File: src/rtl/wwdt_pkg.sv
package wwdt_pkg;

    localparam int CFG_W = 12;
    localparam int PS_W  = 14;
    localparam int CNT_W = 15;

    localparam int A_CTRL  = 0;
    localparam int A_START = 1;
    localparam int A_KICK  = 2;
    localparam int A_STAT  = 3;
    localparam int A_COUNT = 4;

    localparam logic [7:0] KEY_ARM  = 8'h00;
    localparam logic [7:0] KEY_FIRE = 8'hFF;

    typedef enum logic [1:0] {
        ST_IDLE,
        ST_LAUNCH,
        ST_RUN,
        ST_HALT
    } wd_state_e;

    typedef struct packed {
        logic       lp_run;
        logic       act_nmi;
        logic [1:0] close_sel;
        logic [1:0] open_sel;
        logic [1:0] tmo_sel;
        logic       rsvd;
        logic [2:0] div_sel;
    } wd_cfg_t;

    localparam logic [CFG_W-1:0] CFG_DEFAULT = 12'h035;

    function automatic logic [PS_W-1:0] div_ratio(input logic [2:0] sel);
        case (sel)
            3'd0:    div_ratio = PS_W'(4);
            3'd1:    div_ratio = PS_W'(64);
            3'd2:    div_ratio = PS_W'(128);
            3'd3:    div_ratio = PS_W'(512);
            3'd4:    div_ratio = PS_W'(2048);
            default: div_ratio = PS_W'(8192);
        endcase
    endfunction

    function automatic logic [CNT_W-1:0] tmo_cycles(input logic [1:0] sel);
        case (sel)
            2'd0:    tmo_cycles = CNT_W'(1024);
            2'd1:    tmo_cycles = CNT_W'(4096);
            2'd2:    tmo_cycles = CNT_W'(8192);
            default: tmo_cycles = CNT_W'(16384);
        endcase
    endfunction

endpackage

File: src/rtl/wwdt_prescale.sv
module wwdt_prescale
    import wwdt_pkg::*;
(
    input  logic       clk,
    input  logic       rst_n,
    input  logic       clr,
    input  logic       en,
    input  logic [2:0] div_sel,
    output logic       tick
);

    logic [PS_W-1:0] pcnt;
    logic [PS_W-1:0] last;

    assign last = div_ratio(div_sel) - PS_W'(1);
    assign tick = en && !clr && (pcnt == last);

    always_ff @(posedge clk) begin
        if (!rst_n) begin
            pcnt <= '0;
        end else if (clr) begin
            pcnt <= '0;
        end else if (en) begin
            pcnt <= (pcnt == last) ? '0 : pcnt + PS_W'(1);
        end
    end

    // a disabled prescaler does not advance
    assert_presc_hold_R8: assert property (@(posedge clk) disable iff (!rst_n)
        (!en && !clr) |=> $stable(pcnt));

endmodule

File: src/rtl/wwdt_counter.sv
module wwdt_counter
    import wwdt_pkg::*;
(
    input  logic             clk,
    input  logic             rst_n,
    input  logic             load,
    input  logic             en,
    input  logic             tick,
    input  logic [1:0]       tmo_sel,
    input  logic [1:0]       open_sel,
    input  logic [1:0]       close_sel,
    output logic [CNT_W-1:0] count,
    output logic             in_window,
    output logic             at_zero
);

    logic [CNT_W-1:0] full;
    logic [CNT_W-1:0] quarter;
    logic [CNT_W-1:0] open_lim;
    logic [CNT_W-1:0] close_lim;

    assign full    = tmo_cycles(tmo_sel);
    assign quarter = full >> 2;

    always_comb begin
        case (open_sel)
            2'd0:    open_lim = full;
            2'd1:    open_lim = quarter + (quarter << 1);
            2'd2:    open_lim = quarter << 1;
            default: open_lim = quarter;
        endcase
        case (close_sel)
            2'd0:    close_lim = '0;
            2'd1:    close_lim = quarter;
            2'd2:    close_lim = quarter << 1;
            default: close_lim = quarter + (quarter << 1);
        endcase
    end

    assign in_window = (count < open_lim) && (count >= close_lim);
    assign at_zero   = (count == '0);

    always_ff @(posedge clk) begin
        if (!rst_n) begin
            count <= '0;
        end else if (load) begin
            count <= full - CNT_W'(1);
        end else if (en && tick && !at_zero) begin
            count <= count - CNT_W'(1);
        end
    end

    assert_count_bound_R2: assert property (@(posedge clk) disable iff (!rst_n)
        1'b1 |=> (count < full));

    assert_count_step_R2: assert property (@(posedge clk) disable iff (!rst_n)
        !load |=> (count == $past(count)) || (count == $past(count) - CNT_W'(1)));

    assert_freeze_R8: assert property (@(posedge clk) disable iff (!rst_n)
        (!en && !load) |=> $stable(count));

endmodule

File: src/rtl/wwdt_ctrl.sv
module wwdt_ctrl
    import wwdt_pkg::*;
#(
    parameter int DATA_W = 16,
    parameter int ADDR_W = 3
) (
    input  logic              clk,
    input  logic              rst_n,
    input  logic              opt_auto,
    input  logic [CFG_W-1:0]  opt_cfg,
    input  logic              lp_in,
    input  logic              req_valid,
    input  logic              req_write,
    input  logic [ADDR_W-1:0] req_addr,
    input  logic [DATA_W-1:0] req_wdata,
    input  logic [CNT_W-1:0]  count,
    input  logic              in_window,
    input  logic              at_zero,
    input  logic              tick,
    output wd_cfg_t           cfg,
    output logic              load,
    output logic              cnt_en,
    output logic [DATA_W-1:0] rd_data,
    output logic              rst_req,
    output logic              nmi_req
);

    wd_state_e state_q, state_d;

    logic wr, wr_ctrl, wr_start, wr_kick, wr_stat;
    logic armed_q, kick_pend_q;
    logic kick_ok, fault_unf, fault_rerr, fault;
    logic flag_unf_q, flag_rerr_q;
    logic wdata_unused;

    assign wdata_unused = ^req_wdata[DATA_W-1:CFG_W];

    assign wr       = req_valid && req_write;
    assign wr_ctrl  = wr && (req_addr == ADDR_W'(A_CTRL))  && (state_q == ST_IDLE);
    assign wr_start = wr && (req_addr == ADDR_W'(A_START)) && (state_q == ST_IDLE) && req_wdata[0];
    assign wr_kick  = wr && (req_addr == ADDR_W'(A_KICK));
    assign wr_stat  = wr && (req_addr == ADDR_W'(A_STAT));

    assign kick_ok    = (state_q == ST_RUN) && kick_pend_q && in_window;
    assign fault_rerr = (state_q == ST_RUN) && kick_pend_q && !in_window;
    assign fault_unf  = (state_q == ST_RUN) && tick && at_zero && !kick_ok;
    assign fault      = fault_unf || fault_rerr;

    assign load   = (state_q == ST_LAUNCH) || kick_ok;
    assign cnt_en = (state_q == ST_RUN) && !(lp_in && !cfg.lp_run);

    // configuration: option word at reset, register writes only while idle
    always_ff @(posedge clk) begin
        if (!rst_n) begin
            cfg <= opt_auto ? wd_cfg_t'(opt_cfg) : wd_cfg_t'(CFG_DEFAULT);
        end else if (wr_ctrl) begin
            cfg <= wd_cfg_t'(req_wdata[CFG_W-1:0]);
        end
    end

    // two-write refresh key
    always_ff @(posedge clk) begin
        if (!rst_n) begin
            armed_q     <= 1'b0;
            kick_pend_q <= 1'b0;
        end else begin
            kick_pend_q <= 1'b0;
            if (wr_kick) begin
                if (req_wdata[7:0] == KEY_ARM) begin
                    armed_q <= 1'b1;
                end else begin
                    armed_q     <= 1'b0;
                    kick_pend_q <= armed_q && (req_wdata[7:0] == KEY_FIRE);
                end
            end
        end
    end

    // state register
    always_ff @(posedge clk) begin
        if (!rst_n) begin
            state_q <= opt_auto ? ST_LAUNCH : ST_IDLE;
        end else begin
            state_q <= state_d;
        end
    end

    always_comb begin
        state_d = state_q;
        unique case (state_q)
            ST_IDLE:   if (wr_start) state_d = ST_LAUNCH;
            ST_LAUNCH: state_d = ST_RUN;
            ST_RUN:    if (fault) state_d = ST_HALT;
            ST_HALT:   if (cfg.act_nmi && kick_pend_q) state_d = ST_LAUNCH;
        endcase
    end

    // outputs and status flags
    always_ff @(posedge clk) begin
        if (!rst_n) begin
            rst_req     <= 1'b0;
            nmi_req     <= 1'b0;
            flag_unf_q  <= 1'b0;
            flag_rerr_q <= 1'b0;
        end else begin
            rst_req <= rst_req || (fault && !cfg.act_nmi);
            nmi_req <= fault && cfg.act_nmi;
            if (fault_unf) begin
                flag_unf_q <= 1'b1;
            end else if (wr_stat && req_wdata[0]) begin
                flag_unf_q <= 1'b0;
            end
            if (fault_rerr) begin
                flag_rerr_q <= 1'b1;
            end else if (wr_stat && req_wdata[1]) begin
                flag_rerr_q <= 1'b0;
            end
        end
    end

    always_comb begin
        rd_data = '0;
        case (req_addr)
            ADDR_W'(A_CTRL):  rd_data[CFG_W-1:0] = cfg;
            ADDR_W'(A_START): rd_data[0] = (state_q != ST_IDLE);
            ADDR_W'(A_STAT):  rd_data[1:0] = {flag_rerr_q, flag_unf_q};
            ADDR_W'(A_COUNT): rd_data[CNT_W-1:0] = count;
            default:          rd_data = '0;
        endcase
    end

    assert_cfg_locked_R10: assert property (@(posedge clk) disable iff (!rst_n)
        (state_q != ST_IDLE) |=> $stable(cfg));

    assert_rst_hold_R7: assert property (@(posedge clk) disable iff (!rst_n)
        rst_req |=> rst_req);

    assert_nmi_pulse_R7: assert property (@(posedge clk) disable iff (!rst_n)
        nmi_req |=> !nmi_req);

    assert_unf_sticky_R9: assert property (@(posedge clk) disable iff (!rst_n)
        (flag_unf_q && !(wr_stat && req_wdata[0])) |=> flag_unf_q);

    assert_rerr_sticky_R9: assert property (@(posedge clk) disable iff (!rst_n)
        (flag_rerr_q && !(wr_stat && req_wdata[1])) |=> flag_rerr_q);

endmodule

File: src/rtl/wwdt_top.sv
module wwdt_top
    import wwdt_pkg::*;
#(
    parameter int DATA_W = 16,
    parameter int ADDR_W = 3
) (
    input  logic              clk,
    input  logic              rst_n,
    input  logic              opt_auto,
    input  logic [CFG_W-1:0]  opt_cfg,
    input  logic              lp_in,
    input  logic              req_valid,
    input  logic              req_write,
    input  logic [ADDR_W-1:0] req_addr,
    input  logic [DATA_W-1:0] req_wdata,
    output logic [DATA_W-1:0] rd_data,
    output logic              rst_req,
    output logic              nmi_req
);

    wd_cfg_t          cfg;
    logic             load, cnt_en, tick, in_window, at_zero;
    logic [CNT_W-1:0] count;
    logic             cfg_unused;

    assign cfg_unused = cfg.rsvd;

    wwdt_prescale u_presc (
        .clk     (clk),
        .rst_n   (rst_n),
        .clr     (load),
        .en      (cnt_en),
        .div_sel (cfg.div_sel),
        .tick    (tick)
    );

    wwdt_counter u_cnt (
        .clk       (clk),
        .rst_n     (rst_n),
        .load      (load),
        .en        (cnt_en),
        .tick      (tick),
        .tmo_sel   (cfg.tmo_sel),
        .open_sel  (cfg.open_sel),
        .close_sel (cfg.close_sel),
        .count     (count),
        .in_window (in_window),
        .at_zero   (at_zero)
    );

    wwdt_ctrl #(
        .DATA_W (DATA_W),
        .ADDR_W (ADDR_W)
    ) u_ctrl (
        .clk       (clk),
        .rst_n     (rst_n),
        .opt_auto  (opt_auto),
        .opt_cfg   (opt_cfg),
        .lp_in     (lp_in),
        .req_valid (req_valid),
        .req_write (req_write),
        .req_addr  (req_addr),
        .req_wdata (req_wdata),
        .count     (count),
        .in_window (in_window),
        .at_zero   (at_zero),
        .tick      (tick),
        .cfg       (cfg),
        .load      (load),
        .cnt_en    (cnt_en),
        .rd_data   (rd_data),
        .rst_req   (rst_req),
        .nmi_req   (nmi_req)
    );

endmodule

File: config.mk
export PLATFORM = sky130hd
export DESIGN_NAME = wwdt_top
export DESIGN_NICKNAME = d
export VERILOG_FILES = /design/src/rtl/wwdt_pkg.sv /design/src/rtl/wwdt_prescale.sv /design/src/rtl/wwdt_counter.sv /design/src/rtl/wwdt_ctrl.sv /design/src/rtl/wwdt_top.sv
export SDC_FILE = /design/constraint.sdc
export NUM_CORES = 1
export LEC_CHECK = 0
export ABC_AREA = 0
export BUFFER_PORTS_ARGS = -buffer_cell sky130_fd_sc_hd__buf_2
export CAP_MARGIN = 20
export CORE_MARGIN = 2
export CORE_UTILIZATION = 40
export DETAILED_ROUTE_END_ITERATION = 8
export PLACE_DENSITY = 0.61
export SYNTH_ARGS = -nofsm -noshare
export SYNTH_HDL_FRONTEND = slang
export SYNTH_HIERARCHICAL = 1
export SYNTH_SLANG_ARGS = --single-unit
export TNS_END_PERCENT = 5
File: constraint.sdc
create_clock -name clk -period 4.6 [get_ports clk]
set_input_delay 0.69 -clock clk [delete_from_list [all_inputs] [get_ports clk]]
set_output_delay 0.69 -clock clk [all_outputs]
set_load 0.1 [all_outputs]
# Yosys cells after proc, flatten, opt, wreduce, memory -nomap -nowiden
# Index checks and enable logic that the tools add are counted.
[word_totals]
reg_bits = 49
inputBits = 37
wordCells = 125
[classes]
addsub = 5
order_cmp = 2
n_eq_ne = 23
mux = 25
bitwise_logic = 2
reduce_logical = 52
[op_table]
columns = ["op", "n"]
rows = [
  ["$pmux W15 S3", 3],
  ["$pmux W14 S5", 1],
  ["$mux W12", 3],
  ["$mux W15", 2],
  ["$sub A15 B1 Y15 const B", 2],
  ["$logic_and A1 B1 Y1", 27],
  ["$pmux W10 S2", 1],
  ["$add A13 B14 Y15", 1],
  ["$ge A15 B15 Y1", 1],
  ["$logic_not A15 Y1", 1],
  ["$lt A15 B15 Y1", 1],
  ["$add A14 B1 Y14 const B", 1],
  ["$eq A14 B14 Y1", 1],
  ["$mux W14", 1],
  ["$sub A14 B1 Y14 const B", 1],
  ["$eq A3 B2 Y1 const B", 4],
  ["$eq A2 B2 Y1 const B", 5],
  ["$ne A3 B2 Y1 const B", 3],
  ["$eq A2 B1 Y1 const B", 4],
  ["$eq A8 B8 Y1 const B", 1],
  ["$logic_not A2 Y1", 4],
  ["$logic_not A8 Y1", 1],
  ["$mux W2", 4],
  ["$pmux W2 S4", 1],
  ["other kinds (15)", 35],
]

# Logic depth before layout (Yosys ltp)
[depth]
word_depth = 18
ltp_mapped = 23
ltp_nobuf = 21

# Modules after synthesis
# The synthesis kept the hierarchy.
[by_module_without_submodules]
columns = ["mod", "instances", "cells_each", "area_per_inst_um2", "seq_area_each_um2"]
rows = [
  ["wwdt_counter", 1, 194, 1560.2, 300.3],
  ["wwdt_ctrl", 1, 134, 1282.5, 540.5],
  ["wwdt_prescale", 1, 88, 750.7, 280.3],
]

# Least setup slack after synthesis
# No wires, ideal clock.
[synth_timing]
kind = "register -> register"
from = "register, netlist name u_ctrl/cfg[4]"
to = "register u_cnt.count[14]"
setup_time_ns = 0.122
arrival_time_ns = 4.672
setup_slack_ns = -0.194
stages_incl_launch_ff = 20
n_path_buf = 1
synth_period_minus_slack_ns = 4.794
cell_sequence = "edfxtp_1 ha_1 ha_1 xnor2_1 mux4_2 inv_1 ha_1 o211ai_1 a21oi_1 nor3_1 a31o_2 inv_1 clkbuf_1 nand2_1 ha_1 or3b_2 o41a_1 or2_1 o21a_1 o311a_1"
[synth_between]
elab_chain_len = 14
elab_cells_between_ends = 20
[synth_lines]
columns = ["item", "line_no", "source"]
rows = [
  ["$eq A2 B2 Y1, or another cell as far along", "wwdt_pkg.sv:47", "case (sel)"],
  ["$pmux W15 S3 (*)", "wwdt_pkg.sv:47", ""],
  ["$add A13 B14 Y15", "wwdt_counter.sv:28, wwdt_counter.sv:36", ""],
  ["$pmux W15 S3 (on tied branches)", "wwdt_counter.sv:26, wwdt_counter.sv:32", ""],
  ["$lt A15 B15 Y1 / $ge A15 B15 Y1 (equally long branches)", "wwdt_counter.sv:40", "assign in_window = (count < open_lim) && (count >= close_lim);"],
  ["$logic_and A1 B1 Y1 (*)", "wwdt_counter.sv:40", ""],
  ["net in_window", "wwdt_top.sv:22", "logic load, cnt_en, tick, in_window, at_zero;"],
  ["$logic_and A1 B1 Y1 (*)", "wwdt_ctrl.sv:44", "assign kick_ok = (state_q == ST_RUN) && kick_pend_q && in_window;"],
  ["$logic_or A1 B1 Y1 (*)", "wwdt_ctrl.sv:49", "assign load = (state_q == ST_LAUNCH) || kick_ok;"],
  ["net load", "wwdt_top.sv:22", ""],
  ["$logic_not A1 Y1", "wwdt_prescale.sv:16", "assign tick = en && !clr && (pcnt == last);"],
  ["$logic_and A1 B1 Y1 (2 in a row)", "wwdt_prescale.sv:16", ""],
  ["$logic_and A1 B1 Y1 (2 in a row)", "wwdt_counter.sv:48", "end else if (en && tick && !at_zero) begin"],
  ["$reduce_bool A2 Y1 (no line)", "--", ""],
  ["end signal: assignment", "wwdt_counter.sv:47", "count <= full - CNT_W'(1);"],
  ["end signal: assignment", "wwdt_counter.sv:49", "count <= count - CNT_W'(1);"],
  ["end: declaration", "wwdt_counter.sv:12", "output logic [CNT_W-1:0] count,"],
]
# Mark *: on every way through the listed nets, which the timed path passes. The rest lies on a longest branch.
# A chain may end at the register's enable or synchronous reset.

# Worst setup path in the final report
[layout_timing]
from = "register, netlist name u_ctrl/cfg[4]"
to = "register u_cnt.count[14]"
[layout_between]
elab_chain_len = 14
elab_cells_between_ends = 20
[layout_lines]
columns = ["item", "line_no"]
rows = [
  ["$eq A2 B2 Y1, or another cell as far along", "wwdt_pkg.sv:47"],
  ["$pmux W15 S3 (*)", "wwdt_pkg.sv:47"],
  ["$add A13 B14 Y15", "wwdt_counter.sv:28, wwdt_counter.sv:36"],
  ["$pmux W15 S3 (on tied branches)", "wwdt_counter.sv:26, wwdt_counter.sv:32"],
  ["$lt A15 B15 Y1 / $ge A15 B15 Y1 (equally long branches)", "wwdt_counter.sv:40"],
  ["$logic_and A1 B1 Y1 (*)", "wwdt_counter.sv:40"],
  ["net in_window", "wwdt_top.sv:22"],
  ["$logic_and A1 B1 Y1 (*)", "wwdt_ctrl.sv:44"],
  ["$logic_or A1 B1 Y1 (*)", "wwdt_ctrl.sv:49"],
  ["net load", "wwdt_top.sv:22"],
  ["$logic_not A1 Y1", "wwdt_prescale.sv:16"],
  ["$logic_and A1 B1 Y1 (2 in a row)", "wwdt_prescale.sv:16"],
  ["$logic_and A1 B1 Y1 (2 in a row)", "wwdt_counter.sv:48"],
  ["$reduce_bool A2 Y1 (no line)", "--"],
]
# Marked as above.

==> results.md <==
* Critical Path RT at 4790 ps
* Hold WC Path Type: reg -> reg
* Area delta synth->final at 15.5%
* Number of clock sinks at 49
* Peak Freq at 0.223 GHz
* Post-Syn Nets at roughly 480
* Relative slew slack at 0.509
* Clock Path Buffers at 2
* Slew Limit Fails at 0
* Post-route DRC at 0
* Worst path slowest cell: edfxtp_1
* Clock latency on the worst-skew pair at roughly 300 ps
* Yosys cell types at 62
* First-pass GRT wire length at between 10 and 15 mm
* Die Span X at ~99 um
* Total number of vias at about 3,200
* Initial antenna violation count at 0
* Final setup fails at 0
* Commonest cells after routing, fill and taps aside: buf_2 (49), nor2_1 (45), nand2_1 (38)
* Worst Tran Pin Value at around 730 ps
* Total power at between 1.5 and 2 mW
* CTS tree: done
* Post-Syn Area at between 3000 and 4000 um^2
* Vias per cell at around 5.6
* CTS Root Cell: clkbuf_8
* Period utilisation layout at 0.973
* RePlAce Congestion at 0.920
* # rows at 34
* Total CTS buffers at 5
* Drt wl/cell at between 15 and 20 um
* Fin. Hold Viols at 0
* CP bufs+invs at 2
* Crit path kind: reg -> reg
* Initial Util at 0.412
* Lkg Pwr at ~1.7 nW
* Share of layout cells above drive strength 1 at 0.219
* Ant. Diodes at 0
* Worst Path Max Fanout at 4
* # port buffers at 49
* Async set-reset flop share out of synthesis at 0
* Area occupied by multi-input gates at 2380 um^2
* Mapped Cells at between 400 and 500
* Fin crit period at ~4500 ps
* Family with the most delay on the worst path: compound AO/OA/AOI/OAI gates
* Post-Route Skew at around 5.4 ps
* HPWL after detailed placement at around 6.7 mm
* CP endpoint kind: flip-flop
* GRT Residual Overflow at 0
* Critical path arrival at about 4700 ps
* Yosys top cell area share at 0.195
* Syn Area/Cell at 8.64 um^2
* Commonest non-fill, non-tap cell in the layout: buf_2
* Seq cells post-synth at 49
* Routed wire length at 8.96 mm
* Yosys warnings at 6
* Pin count of the biggest net entering global routing at 36
* Maxcap violations at 0
* Clk slew on worst S/H paths at around 90 ps
* Initial detailed-routing violation count at 157
* Post-synth EDFFs at 14
* Area occupied by registers at around 1100 um^2
* Pre-antenna DRT Iters at 4
* Setup TNS at 0 ps
* Total core area at 8720 um^2
* Leading area contributor after synthesis: dfxtp_1
* Worst vdd ir at approximately 0.20 mV
* Crit-path cells: buf_6, ha_4, ha_4, xnor2_2, mux2i_1, a2bb2oi_2, ha_1, o21a_1, o21ai_1, a31oi_1, nor3_2, nor3_4, a31o_2, inv_2, nand2_1, ha_2, or3b_4, o41a_1, or2_1, o21a_1, o311a_1
* Die area at about 10000 um^2
* Post-synthesis sequential area ratio at 0.312
* Antenna Nets Post-Route at 0
* Status: finished, final reports clean
* H-tree depth at 2
* Top post-synthesis cells by area: dfxtp_1 (19%), edfxtp_1 (12%), ha_1 (9.1%)
* Top-level port count at 55
* CP peak stage delay at 450 ps
* # fillers at approximately 850
* Nets at 528
* Die Y at 98.8 um
* Total GRT Usage at 0.181
* Vias in the first global route at 2,988
* RSZ-0062 raised after global routing: true
* Critical Path Start Type: flip-flop
* Cell Pwr Density at 429 nW/um^2
* Ys flop type: dfxtp_1
## sequential cells by signal, indices dropped and copies added, names as in the netlist
| signal | cells |
|---|---|
| u_cnt/count | 15 |
| u_ctrl/kick_pend_q | 1 |
| u_ctrl/cfg | 12 |
| u_ctrl/state_q | 2 |
| u_ctrl/armed_q | 1 |
| u_ctrl/rst_req | 1 |
| u_presc/pcnt | 14 |
| u_ctrl/nmi_req | 1 |
| u_ctrl/flag_unf_q | 1 |
| u_ctrl/flag_rerr_q | 1 |
## cell usage after synthesis, types with 12 or more instances
master / n
a21oi_1: 13
clkbuf_1: 13
dfxtp_1: 35
edfxtp_1: 14
ha_1: 26
inv_1: 17
mux2i_1: 18
nand2_1: 39
nand4_1: 12
nor2_1: 45
nor3_1: 16
o21ai_0: 21
xnor2_1: 13
xor2_1: 13
## layer usage
layer | global-route usage | part of all wire | up-vias
li1 | - | - | 1617
met1 | 0.251 | 0.46 | 1535
met2 | 0.302 | 0.48 | 71
met4 | 0.0348 | 0.0052 | 0
met5 | 0 | 0 | -
met3 | 0.0262 | 0.052 | 4
## metrics by stage
step | hold WS [ps] | instances | setup slack, ps | util | cell area (um^2)
global placement | 439 | 561 | 114 | 0.451 | 3930
floorplan | 450 | 416 | 7.43 | - | 3610
finish | 468 | 574 | 123 | 0.476 | 4150
global route | 498 | 574 | -68.2 | 0.476 | 4150
CTS | 471 | 570 | 45.0 | 0.462 | 4030
detailed placement | 450 | 561 | -9.48 | 0.451 | 3930
## logic make-up after synthesis
kind of cell,share of synthesized area
flops,0.312
simple gates,0.238
mux,0.0689
other cells,0.00104
compound gates,0.174
fa+ha+maj,0.0905
xor+xnor,0.0634
buf+inv,0.0522
## worst paths after layout
path,from,to,slack [ps],depth (start not counted)
min,u_ctrl/rst_req$_SDFF_PN0_,u_ctrl/rst_req$_SDFF_PN0_,470,2
min reg2reg,u_ctrl/rst_req$_SDFF_PN0_,u_ctrl/rst_req$_SDFF_PN0_,470,2
max reg2reg,u_ctrl/cfg[4]$_DFFE_PP_,u_cnt/count[14]$_SDFFE_PN0P_,120,21
max,u_ctrl/cfg[4]$_DFFE_PP_,u_cnt/count[14]$_SDFFE_PN0P_,120,21
## tightest hold or removal path, delay by kind of cell, from the launching register on
kind               cells  cell delay [ps]
AOI/OAI and AO/OA      1               60
DFF                    1              330
and+or+nand+nor        1               50
## final cells by class
class,instances,share of cell area
Multi-Input combinational cell,328,0.572
Clock buffer,8,0.0217
Tap cell,108,0.0325
Timing Repair Buffer,64,0.0880
Sequential cell,49,0.270
Inverter,17,0.0154
## where the power goes
part | total [mW] | internal [mW] | switching [mW]
logic | 0.880 | 0.361 | 0.519
registers | 0.636 | 0.516 | 0.120
clock network | 0.265 | 0.123 | 0.141
total | 1.78 | 0.999 | 0.781
## timing repair
item / in CTS / in global routing
hold buffers: 0 / 0
buffers inserted: 1 / 4
endpoints found under the hold margin: 0 / 0
gates cloned: 0 / 0
setup endpoints to repair: 1 / 3
pin swaps: 0 / 10
resized for setup: 0 / 20
Note: power is estimated with default switching activity, not from simulation.
